File: config.mk
export PLATFORM = sky130hd
export DESIGN_NAME = char_cmp_unit
export DESIGN_NICKNAME = d
export VERILOG_FILES = /design/src/rtl/char_cmp_pkg.sv /design/src/rtl/char_cmp_pick.sv /design/src/rtl/char_cmp_eval.sv /design/src/rtl/char_cmp_flags.sv /design/src/rtl/char_cmp_unit.sv
export SDC_FILE = /design/constraint.sdc
export NUM_CORES = 1
export LEC_CHECK = 0
export BUFFER_PORTS_ARGS = -buffer_cell sky130_fd_sc_hd__buf_2
export CORE_ASPECT_RATIO = 2
export CORE_MARGIN = 3
export CORE_UTILIZATION = 32
export CTS_CLUSTER_SIZE = 10
export DETAILED_ROUTE_END_ITERATION = 12
export PLACE_DENSITY = 0.77
export SETUP_SLACK_MARGIN = 0.05
export SLEW_MARGIN = 20
export SYNTH_ARGS = -nofsm -noshare
export SYNTH_HDL_FRONTEND = slang
export SYNTH_SLANG_ARGS = --single-unit
export TNS_END_PERCENT = 100
File: constraint.sdc
create_clock -name clk_i -period 0.8 [get_ports clk_i]
set_clock_uncertainty 0.05 [all_clocks]
set_input_delay 0.16 -clock clk_i [delete_from_list [all_inputs] [get_ports clk_i]]
set_output_delay 0.16 -clock clk_i [all_outputs]
set_load 0.05 [all_outputs]
File: src/rtl/char_cmp_pkg.sv
package char_cmp_pkg;
  localparam int unsigned NUM_W = 4;  // numeric bits of the select character

  typedef struct packed {
    logic eq;
    logic cm;
  } cmp_flags_t;
endpackage

File: src/rtl/char_cmp_pick.sv
module char_cmp_pick
  import char_cmp_pkg::*;
#(
  parameter int unsigned N_CHARS = 8,
  parameter int unsigned DATA_W  = 6,
  localparam int unsigned CHAR_W = DATA_W + 1,
  localparam int unsigned WORD_W = N_CHARS * CHAR_W
) (
  input  logic [WORD_W-1:0] word_i,
  input  logic [NUM_W-1:0]  sel_i,
  output logic [DATA_W-1:0] data_o
);
  logic [DATA_W-1:0] chars [N_CHARS];
  logic [N_CHARS-1:0] unused_par;

  for (genvar g = 0; g < N_CHARS; g++) begin : g_slice
    assign chars[g]      = word_i[g*CHAR_W +: DATA_W];
    assign unused_par[g] = word_i[g*CHAR_W + DATA_W];
  end

  always_comb begin
    data_o = '0;
    for (int i = 0; i < N_CHARS; i++) begin
      if (sel_i == NUM_W'(i)) data_o = chars[i];
    end
  end
endmodule

File: src/rtl/char_cmp_eval.sv
module char_cmp_eval #(
  parameter int unsigned DATA_W = 6
) (
  input  logic [DATA_W-1:0] a_i,
  input  logic [DATA_W-1:0] b_i,
  input  logic [DATA_W-1:0] mask_i,
  output logic              all_eq_o,
  output logic              all_ne_o
);
  logic [DATA_W-1:0] hit_eq, hit_ne;

  for (genvar g = 0; g < DATA_W; g++) begin : g_bit
    // a bit outside the mask counts as satisfying both conditions
    assign hit_eq[g] = !mask_i[g] || (a_i[g] == b_i[g]);
    assign hit_ne[g] = !mask_i[g] || (a_i[g] != b_i[g]);
  end

  assign all_eq_o = &hit_eq;
  assign all_ne_o = &hit_ne;
endmodule

File: src/rtl/char_cmp_flags.sv
module char_cmp_flags
  import char_cmp_pkg::*;
(
  input  logic clk_i,
  input  logic rst_ni,
  input  logic start_i,
  input  logic pos_ok_i,
  input  logic all_eq_i,
  input  logic all_ne_i,
  output logic eq_o,
  output logic cmp_o,
  output logic done_o
);
  cmp_flags_t flags_q, flags_d;
  logic       done_q;

  always_comb begin
    flags_d = flags_q;
    if (start_i) begin
      // clear-then-evaluate collapses into one load
      flags_d.eq = pos_ok_i && all_eq_i;
      flags_d.cm = pos_ok_i && all_ne_i;
    end
  end

  always_ff @(posedge clk_i or negedge rst_ni) begin
    if (!rst_ni) begin
      flags_q <= '0;
      done_q  <= 1'b0;
    end else begin
      flags_q <= flags_d;
      done_q  <= start_i;
    end
  end

  assign eq_o   = flags_q.eq;
  assign cmp_o  = flags_q.cm;
  assign done_o = done_q;
endmodule

File: src/rtl/char_cmp_unit.sv
module char_cmp_unit
  import char_cmp_pkg::*;
#(
  parameter int unsigned N_CHARS = 8,
  parameter int unsigned DATA_W  = 6,
  localparam int unsigned CHAR_W = DATA_W + 1,
  localparam int unsigned WORD_W = N_CHARS * CHAR_W
) (
  input  logic              clk_i,
  input  logic              rst_ni,
  input  logic              start_i,
  input  logic [WORD_W-1:0] reg_i,
  input  logic [WORD_W-1:0] mem_i,
  input  logic [CHAR_W-1:0] zsel_i,
  input  logic [CHAR_W-1:0] ymask_i,
  output logic              eq_o,
  output logic              cmp_o,
  output logic              done_o
);
  logic [NUM_W-1:0]  pos;
  logic              pos_ok;
  logic [DATA_W-1:0] reg_ch, mem_ch, mask;
  logic              all_eq, all_ne;
  logic              unused_sel;

  assign pos        = zsel_i[NUM_W-1:0];
  assign pos_ok     = {1'b0, pos} < (NUM_W+1)'(N_CHARS);
  assign mask       = ymask_i[DATA_W-1:0];
  assign unused_sel = ^{zsel_i[CHAR_W-1:NUM_W], ymask_i[CHAR_W-1:DATA_W]};

  char_cmp_pick #(.N_CHARS(N_CHARS), .DATA_W(DATA_W)) u_pick_reg (
    .word_i (reg_i),
    .sel_i  (pos),
    .data_o (reg_ch)
  );

  char_cmp_pick #(.N_CHARS(N_CHARS), .DATA_W(DATA_W)) u_pick_mem (
    .word_i (mem_i),
    .sel_i  (pos),
    .data_o (mem_ch)
  );

  char_cmp_eval #(.DATA_W(DATA_W)) u_eval (
    .a_i      (reg_ch),
    .b_i      (mem_ch),
    .mask_i   (mask),
    .all_eq_o (all_eq),
    .all_ne_o (all_ne)
  );

  char_cmp_flags u_flags (
    .clk_i    (clk_i),
    .rst_ni   (rst_ni),
    .start_i  (start_i),
    .pos_ok_i (pos_ok),
    .all_eq_i (all_eq),
    .all_ne_i (all_ne),
    .eq_o     (eq_o),
    .cmp_o    (cmp_o),
    .done_o   (done_o)
  );
endmodule

==> out/qor.csv <==
stage;metric;value;unit
setup_path;worst r2r dst;u_flags.cmp_o;
setup_path;startpoint kind of the worst setup timing path;input port;
worst_hold_path;Hold Crit Start;start_i;
setup_path;cell-by-cell trace of the critical path;buf_12 -> buf_6 -> mux4_2 -> mux2i_4 -> xnor2_2 -> nor2b_1 -> a211oi_1 -> o221ai_1 -> o32ai_2;
synthesis;EDFF count, synth;0;
finish;diodes inserted;0;
place;final HPWL from detailed placement;4168;um
setup_path;data required time at the worst endpoint;0.87;ns
grt;fraction of met1 tracks used by global routing;21.51;%
clock_network;clk buf depth;2;
pwr;Final Power;1.890;mW
drt;via count;1750;
pwr;maximum VDD drop;0.9540;mV
synthesis;portion of the post-synthesis area used by sequential elements;5.929;%
synthesis;Area contributors post-synth;mux4_2 (16%), mux2i_1 (13%), dfrtp_1 (5.9%), buf_6 (4.4%), mux4_1 (4.2%);
clock_network;CTS Buf Count;3;
finish;area of the multi-input gates;1174;um^2
synthesis;area of the mapped netlist;1266;um^2
finish;fraction of layout instances using a drive strength above 1;67.15;%
finish;utilization of the core after routing;60.95;%
pwr;Power per Cell Area;832.7;nW/um^2
place;Routability Congestion;0.8867;
sta;measured slew at the worst slew-check pin;0.3899;ns
finish;final layout net count;404;
grt;fraction of met2 tracks used by global routing;44.32;%
sta;FMAX;0.5570;GHz
grt;first-pass GRT wire length;8128;um
sta;endpoints failing hold;0;
setup_path;launch point of the worst reg-to-reg path;u_flags.cmp_o;
synthesis;most area-hungry cell type in the Yosys netlist;mux4_2;
sta;hold slack final;0.1477;ns
clock_network;insertion delay of the later-clocked pin in the worst-skew pair;0.22;ns
clock_network;CTS tree;yes;
grt;routing layer with the top usage in global route;met2;
setup_path;cell at the slowest stage of the critical path;mux4_2;
outcome;violations in the final reports;setup timing;
grt;antenna violations before repair;0;
sta;Worst slew margin;73.64;%
synthesis;gate count after technology mapping;143;
sta;max-slew violations;0;
floorplanning;core footprint;3724;um^2
worst_hold_path;end point of the most critical hold path;u_flags.done_o;
grt;vias in the first global route;1895;
drt;Antenna Nets Post-Route;0;
synthesis;predominant post-synthesis flop cell;dfrtp_1;
synthesis;Yosys reg bits;3;
finish;Layout area overhead;79.25;%
synthesis;fraction of post-synthesis cell area in the top cell type by area;16.01;%
grt;maximum number of pins on one net before global-route repair;16;
drt;DR iter-0 viols;33;
floorplanning;number of placed I/O pins;132;
setup_path;Critical Path End Type;register;
setup_path;delay of the slowest critical-path stage;0.52;ns
drt;via count normalized by instance count;5.418;
grt;met3 usage;2.212;%
drt;1st-pass router iterations;4;
clock_network;CTS HTree Levels;1;
pwr;leakage power figure;1.105;nW
grt;overall overflow remaining after global route;0;
sta;minimum clock period;1.795;ns
floorplanning;die outline width;50.48;um
clock_network;Sink Count;3;
synthesis;Yosys warning total;0;
clock_network;clock input transition at the sequential cells of the worst setup and hold paths;0.03;ns
synthesis;synthesized area per cell;8.855;um^2
setup_path;critical-path maximum fanout;4;
drt;Routed wire per std cell;15.48;um
sta;setup ws final;-0.9954;ns
place;Buffers on Ports;111;
grt;total global-route track usage;21.41;%
outcome;outcome;finished with violations;
floorplanning;site row count;31;
finish;fillcell total;342;
synthesis;number of distinct standard cells referenced by the synthesized netlist;50;
setup_path;total buffers and inverters traversed by the critical path;2;
sta;setup repair after global routing missed its margin;yes;
place;worst slack after detailed placement;-1.422;ns
sta;Finish-stage setup viols;5;
synthesis;Async SR Flop Fraction;100.0;%
flow_run;number of maximum-capacitance violations;0;
drt;wirelength, routed;5001;um
setup_path;arrival time of the worst setup path;1.87;ns
drt;DRC violations left;0;
floorplanning;vertical die dimension;94.96;um
setup_path;setup slack on the worst flop-to-flop path;0.01;ns
worst_hold_path;Tightest Hold Check Type;input port to register;
setup_path;worst-case reg-to-reg path depth;1;
setup_path;Top delay family on crit path;multiplexers;
synthesis;leading cell types by count after synthesis;mux2i_1 (16), inv_1 (9), mux4_2 (9);
finish;area taken by flip-flops and latches;77.57;um^2
clock_network;root buf cell;clkbuf_8;
floorplanning;effective utilization at floorplan;34.01;%
synthesis;total nets after synthesis;272;
worst_hold_path;worst hold stages;2;
floorplanning;Total Die Area;4794;um^2
synthesis;leading cell type by number of instances after synthesis;mux2i_1;
sta;fraction of the cycle the final worst path needs;224.4;%
setup_path;type of the worst setup path;input port to register;
where the power goes:
group          internal, mW  total [mW]  switching (mW)
clock network         0.340       0.442           0.102
logic                 0.727        1.27           0.545
registers             0.166       0.176         0.00960
total                  1.23        1.89           0.657
repair_timing:
action / in CTS / in global routing
buffers inserted: 1 / 0
endpoints found under the hold margin: 3 / 0
setup endpoints to repair: 5 / 5
gates resized for setup: 34 / 14
pin swaps: 10 / 9
gates cloned: 1 / 0
hold buffers: 1 / 0
final cells by class:
class	count	area share (%)
multi-input cells	119	51.71
repair buffers	139	38.70
flip-flops and latches	3	3.418
well taps	49	2.701
clock buffers	4	1.985
inverters	9	1.488
cells in the final DEF (no fill, tap or decap), types with 2 or more instances in the layout:
cell | netlist | final
dfrtp_2 | 0 | 2
buf_4 | 2 | 19
o211ai_1 | 4 | 4
a2bb2oi_1 | 4 | 3
nand2_1 | 8 | 8
a21oi_2 | 1 | 3
inv_1 | 9 | 9
buf_2 | 2 | 105
a211o_1 | 2 | 2
o22ai_1 | 3 | 2
mux2i_4 | 0 | 2
a2bb2oi_2 | 1 | 2
mux2i_2 | 0 | 3
buf_12 | 0 | 3
a21oi_1 | 4 | 2
a211oi_1 | 2 | 2
nor2b_1 | 6 | 4
buf_6 | 5 | 10
mux2i_1 | 16 | 11
nand2b_1 | 6 | 5
o221ai_1 | 4 | 3
clkbuf_8 | 0 | 3
o21ai_0 | 5 | 4
mux2_2 | 4 | 3
nor3_1 | 2 | 2
o21ai_1 | 3 | 3
nor2_1 | 7 | 5
mux4_2 | 9 | 10
o21a_1 | 3 | 3
nor2_2 | 0 | 2
metal layers:
| layer | vias up | wire length [um] |
|---|---|---|
| li1 | 829 | - |
| met1 | 822 | 1677 |
| met2 | 93 | 2936 |
| met3 | 6 | 332 |
| met4 | 0 | 55 |
| met5 | - | 0 |
per-stage QoR:
| step | setup TNS (ns) | instances | instance area [um^2] |
|---|---|---|---|
| after floorplan | -2.181 | 143 | 1276 |
| after global placement | -2.633 | 316 | 1994 |
| after detailed placement | -2.791 | 316 | 1994 |
| after CTS | -2.588 | 323 | 2211 |
| after global routing | -2.772 | 323 | 2270 |
| final | -2.501 | 323 | 2270 |
kinds of logic after synthesis:
kind of cell,share of synthesized area (%)
AND/OR/NAND/NOR,16.90
XOR/XNOR,0.6918
AO/OA/AOI/OAI,28.95
flip-flops,5.929
buffers and inverters,11.16
multiplexers,36.36
state kept, by name, indices dropped and copies added (netlist names):
signal / count
u_flags.cmp_o: 1
u_flags.done_o: 1
u_flags.eq_o: 1
worst max-delay path by stage:
stage | startpoint | endpoint | depth (start not counted)
6_report | zsel_i[1] | u_flags.eq_o | 9
5_1_grt | zsel_i[1] | u_flags.cmp_o | 10
4_1_cts | zsel_i[1] | u_flags.eq_o | 9
3_5_place_dp | zsel_i[0] | u_flags.eq_o | 8
3_3_place_gp | zsel_i[1] | u_flags.eq_o | 9
2_1_floorplan | zsel_i[0] | u_flags.eq_o | 8
Power figures use the tool's default switching activity.
